### src/rtl/sizing_fifo_pkg.sv
package sizing_fifo_pkg;
  localparam int WORD_W = 36;
  localparam int HALF_W = WORD_W / 2;
  localparam int BYTE_W = WORD_W / 4;
  localparam int LANES  = WORD_W / BYTE_W;

  typedef enum logic [1:0] {
    BUS_LONG = 2'd0,
    BUS_HALF = 2'd1,
    BUS_BYTE = 2'd2
  } busWidth_e;

  typedef struct packed {
    logic      wrStb;
    logic      capStb;
    logic      fwftSel;
    busWidth_e width;
    logic [1:0] slice;
  } dpStrobe_t;
endpackage

### src/rtl/sizing_fifo_ctrl.sv
module sizing_fifo_ctrl
  import sizing_fifo_pkg::*;
#(
  parameter int ADDR_W = 6,
  parameter int OFF_W  = 11
) (
  input  logic              clk,
  input  logic              rstN,
  input  logic [1:0]        cfgWidth,
  input  logic              cfgBigEnd,
  input  logic              cfgFwft,
  input  logic [2:0]        cfgOffSel,
  input  logic              wrEn,
  input  logic              rdEn,
  input  logic              ldAe,
  input  logic              ldAf,
  input  logic [OFF_W-1:0]  ldValue,
  input  logic              serEn,
  input  logic              serBit,
  output logic [ADDR_W-1:0] wrAddr,
  output logic [ADDR_W-1:0] rdAddr,
  output dpStrobe_t         strb,
  output logic              rdFlag,
  output logic              wrFlag,
  output logic              almostEmpty,
  output logic              almostFull
);
  localparam int DEPTH = 1 << ADDR_W;
  localparam int PTR_W = ADDR_W + 1;
  localparam int CMP_W = (OFF_W > PTR_W) ? OFF_W : PTR_W;

  busWidth_e        widthR;
  logic             bigR, fwftR;
  logic [PTR_W-1:0] wrPtr, rdPtr, count, freeSpace;
  logic [1:0]       partIdx, slice;
  logic [OFF_W-1:0] aeOff, afOff;
  logic             isEmpty, isFull, wrAcc, rdAcc, lastPart;

  function automatic logic [OFF_W-1:0] defaultOff(input logic [2:0] sel);
    case (sel)
      3'd1:    return OFF_W'(16);
      3'd2:    return OFF_W'(64);
      3'd3:    return OFF_W'(256);
      3'd4:    return OFF_W'(1024);
      default: return OFF_W'(8);
    endcase
  endfunction

  always_comb begin
    count     = wrPtr - rdPtr;
    freeSpace = PTR_W'(DEPTH) - count;
    isEmpty   = (count == '0);
    isFull    = (count == PTR_W'(DEPTH));
    wrAcc     = wrEn && !isFull;
    rdAcc     = rdEn && !isEmpty;
    case (widthR)
      BUS_HALF: begin lastPart = partIdx[0];       slice = {1'b0, partIdx[0] ^ bigR}; end
      BUS_BYTE: begin lastPart = (partIdx == 2'd3); slice = bigR ? ~partIdx : partIdx; end
      default:  begin lastPart = 1'b1;             slice = 2'd0; end
    endcase
  end

  always_ff @(posedge clk) begin
    if (!rstN) begin
      widthR  <= (cfgWidth == 2'd3) ? BUS_LONG : busWidth_e'(cfgWidth);
      bigR    <= cfgBigEnd;
      fwftR   <= cfgFwft;
      wrPtr   <= '0;
      rdPtr   <= '0;
      partIdx <= '0;
      aeOff   <= defaultOff(cfgOffSel);
      afOff   <= defaultOff(cfgOffSel);
    end else begin
      if (wrAcc) wrPtr <= wrPtr + 1'b1;
      if (rdAcc) begin
        if (lastPart) begin
          partIdx <= '0;
          rdPtr   <= rdPtr + 1'b1;
        end else begin
          partIdx <= partIdx + 1'b1;
        end
      end
      if (ldAe || ldAf) begin
        if (ldAe) aeOff <= ldValue;
        if (ldAf) afOff <= ldValue;
      end else if (serEn) begin
        {aeOff, afOff} <= {aeOff[OFF_W-2:0], afOff, serBit};
      end
    end
  end

  assign wrAddr       = wrPtr[ADDR_W-1:0];
  assign rdAddr       = rdPtr[ADDR_W-1:0];
  assign strb.wrStb   = wrAcc;
  assign strb.capStb  = rdAcc && !fwftR;
  assign strb.fwftSel = fwftR;
  assign strb.width   = widthR;
  assign strb.slice   = slice;
  assign rdFlag       = fwftR ? !isEmpty : isEmpty;
  assign wrFlag       = fwftR ? !isFull : isFull;
  assign almostEmpty  = CMP_W'(count) <= CMP_W'(aeOff);
  assign almostFull   = CMP_W'(freeSpace) <= CMP_W'(afOff);
endmodule

### src/rtl/sizing_fifo_dpath.sv
module sizing_fifo_dpath
  import sizing_fifo_pkg::*;
#(
  parameter int ADDR_W = 6
) (
  input  logic              clk,
  input  logic              rstN,
  input  dpStrobe_t         strb,
  input  logic [ADDR_W-1:0] wrAddr,
  input  logic [ADDR_W-1:0] rdAddr,
  input  logic [WORD_W-1:0] wrData,
  output logic [WORD_W-1:0] rdData
);
  localparam int DEPTH = 1 << ADDR_W;

  logic [WORD_W-1:0] mem [DEPTH];
  logic [WORD_W-1:0] curWord, unitOut, outReg;
  logic [BYTE_W-1:0] lane [LANES];

  always_ff @(posedge clk) begin
    if (strb.wrStb) mem[wrAddr] <= wrData;
  end

  assign curWord = mem[rdAddr];

  for (genvar g = 0; g < LANES; g++) begin : gLane
    assign lane[g] = curWord[g*BYTE_W +: BYTE_W];
  end

  always_comb begin
    case (strb.width)
      BUS_HALF: unitOut = WORD_W'(strb.slice[0] ? curWord[WORD_W-1:HALF_W] : curWord[HALF_W-1:0]);
      BUS_BYTE: unitOut = WORD_W'(lane[strb.slice]);
      default:  unitOut = curWord;
    endcase
  end

  always_ff @(posedge clk) begin
    if (!rstN)            outReg <= '0;
    else if (strb.capStb) outReg <= unitOut;
  end

  assign rdData = strb.fwftSel ? unitOut : outReg;
endmodule

### src/rtl/sizing_fifo.sv
module sizing_fifo
  import sizing_fifo_pkg::*;
#(
  parameter int ADDR_W = 6,
  parameter int OFF_W  = 11
) (
  input  logic              clk,
  input  logic              rstN,
  input  logic [1:0]        cfgWidth,
  input  logic              cfgBigEnd,
  input  logic              cfgFwft,
  input  logic [2:0]        cfgOffSel,
  input  logic              wrEn,
  input  logic [WORD_W-1:0] wrData,
  input  logic              rdEn,
  output logic [WORD_W-1:0] rdData,
  output logic              rdFlag,
  output logic              wrFlag,
  output logic              almostEmpty,
  output logic              almostFull,
  input  logic              ldAe,
  input  logic              ldAf,
  input  logic [OFF_W-1:0]  ldValue,
  input  logic              serEn,
  input  logic              serBit
);
  dpStrobe_t         strb;
  logic [ADDR_W-1:0] wrAddr, rdAddr;

  sizing_fifo_ctrl #(.ADDR_W(ADDR_W), .OFF_W(OFF_W)) u_ctrl (
    .clk(clk), .rstN(rstN), .cfgWidth(cfgWidth), .cfgBigEnd(cfgBigEnd),
    .cfgFwft(cfgFwft), .cfgOffSel(cfgOffSel), .wrEn(wrEn), .rdEn(rdEn),
    .ldAe(ldAe), .ldAf(ldAf), .ldValue(ldValue), .serEn(serEn), .serBit(serBit),
    .wrAddr(wrAddr), .rdAddr(rdAddr), .strb(strb), .rdFlag(rdFlag),
    .wrFlag(wrFlag), .almostEmpty(almostEmpty), .almostFull(almostFull)
  );

  sizing_fifo_dpath #(.ADDR_W(ADDR_W)) u_dpath (
    .clk(clk), .rstN(rstN), .strb(strb), .wrAddr(wrAddr), .rdAddr(rdAddr),
    .wrData(wrData), .rdData(rdData)
  );
endmodule

### config.mk
export PLATFORM = sky130hd
export DESIGN_NAME = sizing_fifo
export DESIGN_NICKNAME = d
export VERILOG_FILES = /design/src/rtl/sizing_fifo_pkg.sv /design/src/rtl/sizing_fifo_ctrl.sv /design/src/rtl/sizing_fifo_dpath.sv /design/src/rtl/sizing_fifo.sv
export SDC_FILE = /design/constraint.sdc
export NUM_CORES = 2
export LEC_CHECK = 0
export BUFFER_PORTS_ARGS = -buffer_cell sky130_fd_sc_hd__clkbuf_2
export CORE_ASPECT_RATIO = 0.5
export CORE_MARGIN = 3
export CORE_UTILIZATION = 61
export CTS_BUF_LIST = sky130_fd_sc_hd__clkbuf_16
export DETAILED_ROUTE_END_ITERATION = 7
export PLACE_DENSITY = 0.73
export RECOVER_POWER = 100
export SYNTH_ARGS = -nofsm -noshare
export SYNTH_HDL_FRONTEND = slang
export SYNTH_HIERARCHICAL = 1
export SYNTH_SLANG_ARGS = --single-unit
### constraint.sdc
create_clock -name clk -period 14.55 [get_ports clk]
set_input_delay 0.7275 -clock clk [delete_from_list [all_inputs] [get_ports clk]]
set_output_delay 0.7275 -clock clk [all_outputs]
set_load 0.005 [all_outputs]
==> impl_metrics.yaml <==
place:
  place_worst_setup_slack_ps: 7800
  io_buffers: 101
  dp_hpwl_mm: 164
  routabilityCongestion: 0.954
timing:
  rsz0062_at_grt: "false"
  period_minus_slack_ps: 11130
  finClkSkew_ps: 73.2
  hold-worst-slack_ps: 115
  hold_violations: 0
  maxSlewHeadroom: -2.44
  period_share: 0.765
  timing.fmax_ghz: 0.0898
  fin_setup_tns_ps: 0
  setup_ws_ps: 3420
  setup_viol_count_final: 0
  drv_slew: 4935
  tightest_slew_ps: 5160
final_layout:
  n_fill_cell: 9477
  nets: 4973
  seq_area_sq_um: 71000
  multi_input_area_sq_um: 21200
  layout-drive-gt1-share: 0.193
  final_util: 0.674
  area_growth_pct: 9.35
setup_path:
  crit_path_end_kind: "flop"
  cp_data_required_time_ps: 14930
  worstSetupStartpointType: "flop"
  worstSetupPathType: "reg2reg"
  arrival_ps: 11510
  cp_max_fo: 34
outcome:
  violations: "max-capacitance violations, max-slew violations"
  outcome: "complete, but fails checks"
global_route:
  antenna_found_initial: 15
  grt_max_degree: 105
  grt_util_all_layers: 0.364
  grt_pass1_vias: 50356
  grt_pass1_wl_mm: 399
  gr-total-overflow: 0
clocking:
  cts-root-buf: "clkbuf_16"
  clock-sinks: 2382
  clockBufferDepth: 4
  cts-htree-levels: 4
  cts_tree: "built"
  cts_resized: 0
  clk_pin_slew_ps: 60
  postCtsSetupRepairBufs: 0
  clkLatencyLatePin_ps: 860
  numCtsBuffers: 202
  hold_buffers: 0
floorplanning:
  coreArea_sq_um: 152000
  boundaryPins: 102
  dieArea_sq_um: 159000
  num_rows: 101
  die_w_microns: 561
  start_util: 0.616
  die_y_microns: 283
synthesis:
  yosysTopAreaCellShare: 0.746
  synth_top_cell_by_area: "edfxtp_1"
  async_flop_share: 0
  ys_ff_latch: 2382
  synth_area_per_cell_sq_um: 20.0
  dominantRegCellSynth: "edfxtp_1"
  synth.cell_area_sq_um: 93900
  syn-num-nets: 4780
  yosysWarnings: 6
  synth_area_leaders: "edfxtp_1 (75%), mux4_2 (12%), mux2i_1 (2.8%)"
  synthCells: 4689
  synth-edff-count: 2330
  yosysSeqAreaShare: 0.757
  synth_cell_types: 82
job:
  maxCapViolations: 145
routing:
  first_pass_iters: 7
  wl_per_cell_microns: 40.7
  drtAntennaViolNets: 0
  num_vias: 52510
  vias_per_cell: 7.38
  drc: 0
  drt_iter0_drc: 9798
  routed_wl_mm: 289
pwr:
  p_leak_nw: 31.8
  power.total_mw: 14.9
  power.density_nw_per_um2: 145
  irDropWorstVdd_uv: 104
worst_hold_path:
  hold_path.class: "in2reg"
==> per-layer routing <==
metal  GRT usage  vias up  routed length (microns)
li1            -    19692                        -
met1       0.523    26969                    99000
met2       0.495     4971                   120000
met3       0.166      872                    56900
met4       0.133        6                    13700
met5     0.00923        -                      170
==> cell type report <==
class,instances,area share
diodes,14,0.000341
clock buffers,207,0.0505
clock inverters,154,0.00990
inverters,50,0.00187
multi-input cells,1992,0.207
flip-flops and latches,2382,0.692
well taps,2060,0.0251
repair buffers,254,0.0135
==> through the flow <==
| step | area (sq um) | instances |
|---|---|---|
| 5_1_grt | 103000 | 7108 |
| 2_1_floorplan | 93900 | 4689 |
| 3_3_place_gp | 97100 | 6738 |
| 4_1_cts | 103000 | 7099 |
| 3_5_place_dp | 97100 | 6738 |
| 6_report | 103000 | 7113 |
==> kinds of logic (layout without fill, tap and decap cells) <==
group,after synthesis,after routing,share of synthesized area
adders and majority gates,29,29,0.00395
and+or+nand+nor,651,651,0.0320
xor gates and xnor gates,14,14,0.00139
buffers and inverters,315,665,0.0189
DFF,2382,2382,0.757
AOI/OAI and AO/OA,512,512,0.0366
muxes,786,786,0.151
other,0,14,0
==> worst paths after layout <==
check	end	depth (start not counted)	slack, ps	start
worst max-delay path	u_dpath/mem[33][27]$_DFFE_PP_	12	3420	u_ctrl/rdPtr[0]$_SDFFE_PN0P_
worst min-delay path	u_ctrl/fwftR$_DFFE_PN_	1	110	cfgFwft
worst max register to register	u_dpath/mem[33][27]$_DFFE_PP_	12	3420	u_ctrl/rdPtr[0]$_SDFFE_PN0P_
worst min register to register	u_dpath/outReg[25]$_SDFFE_PN0P_	2	470	u_dpath/outReg[25]$_SDFFE_PN0P_
==> layout by cell type (no fill, tap or decap), drive strengths merged, types with 68 or more instances in the layout <==
master and n:
a21oi 119, a22oi 68, nand2 223, mux4 498, mux2i 262, clkinv 87
buf 74, inv 99, edfxtp 2330, nor2 176, o22ai 75, clkbuf 387
==> flip-flops by register name, summed over array words and instances, names as in the netlist, 2 cells and up <==
name	flops
u_ctrl/wrPtr	7
u_ctrl/partIdx	2
u_dpath/mem	2304
u_ctrl/widthR	2
u_dpath/outReg	36
u_ctrl/afOff	11
u_ctrl/aeOff	11
u_ctrl/rdPtr	7
==> Yosys cell counts (all sizes together), types with 13 or more instances <==
cell	number
a211oi	13
clkbuf	79
a221oi	13
ha	28
mux4	498
a21oi	119
nor3	36
o221ai	25
mux2i	262
nand3	67
a31oi	40
buf	186
dfxtp	52
nor2b	31
o22ai	75
mux2	26
nor2	176
a22oi	68
o21ai	61
nand2	223
and2	23
nand2b	27
nand4	19
edfxtp	2330
inv	46
==> worst max-delay path, stage by stage, from the launching register on <==
cell	delay, ps
dfxtp_1	1600
ha_1	380
inv_1	60
fa_1	400
a211oi_1	360
o31ai_1	140
a21oi_2	160
xor2_1	760
inv_1	350
a21boi_0	1170
nand3_1	640
nor2_1	2370
clkbuf_1	2240
==> report_power, final <==
group / internal (mW) / switching (mW)
clock: 2.78 / 2.41
sequential: 7.61 / 0.0472
combinational: 0.813 / 1.19
No activity file was read; power rests on OpenSTA's default activity.
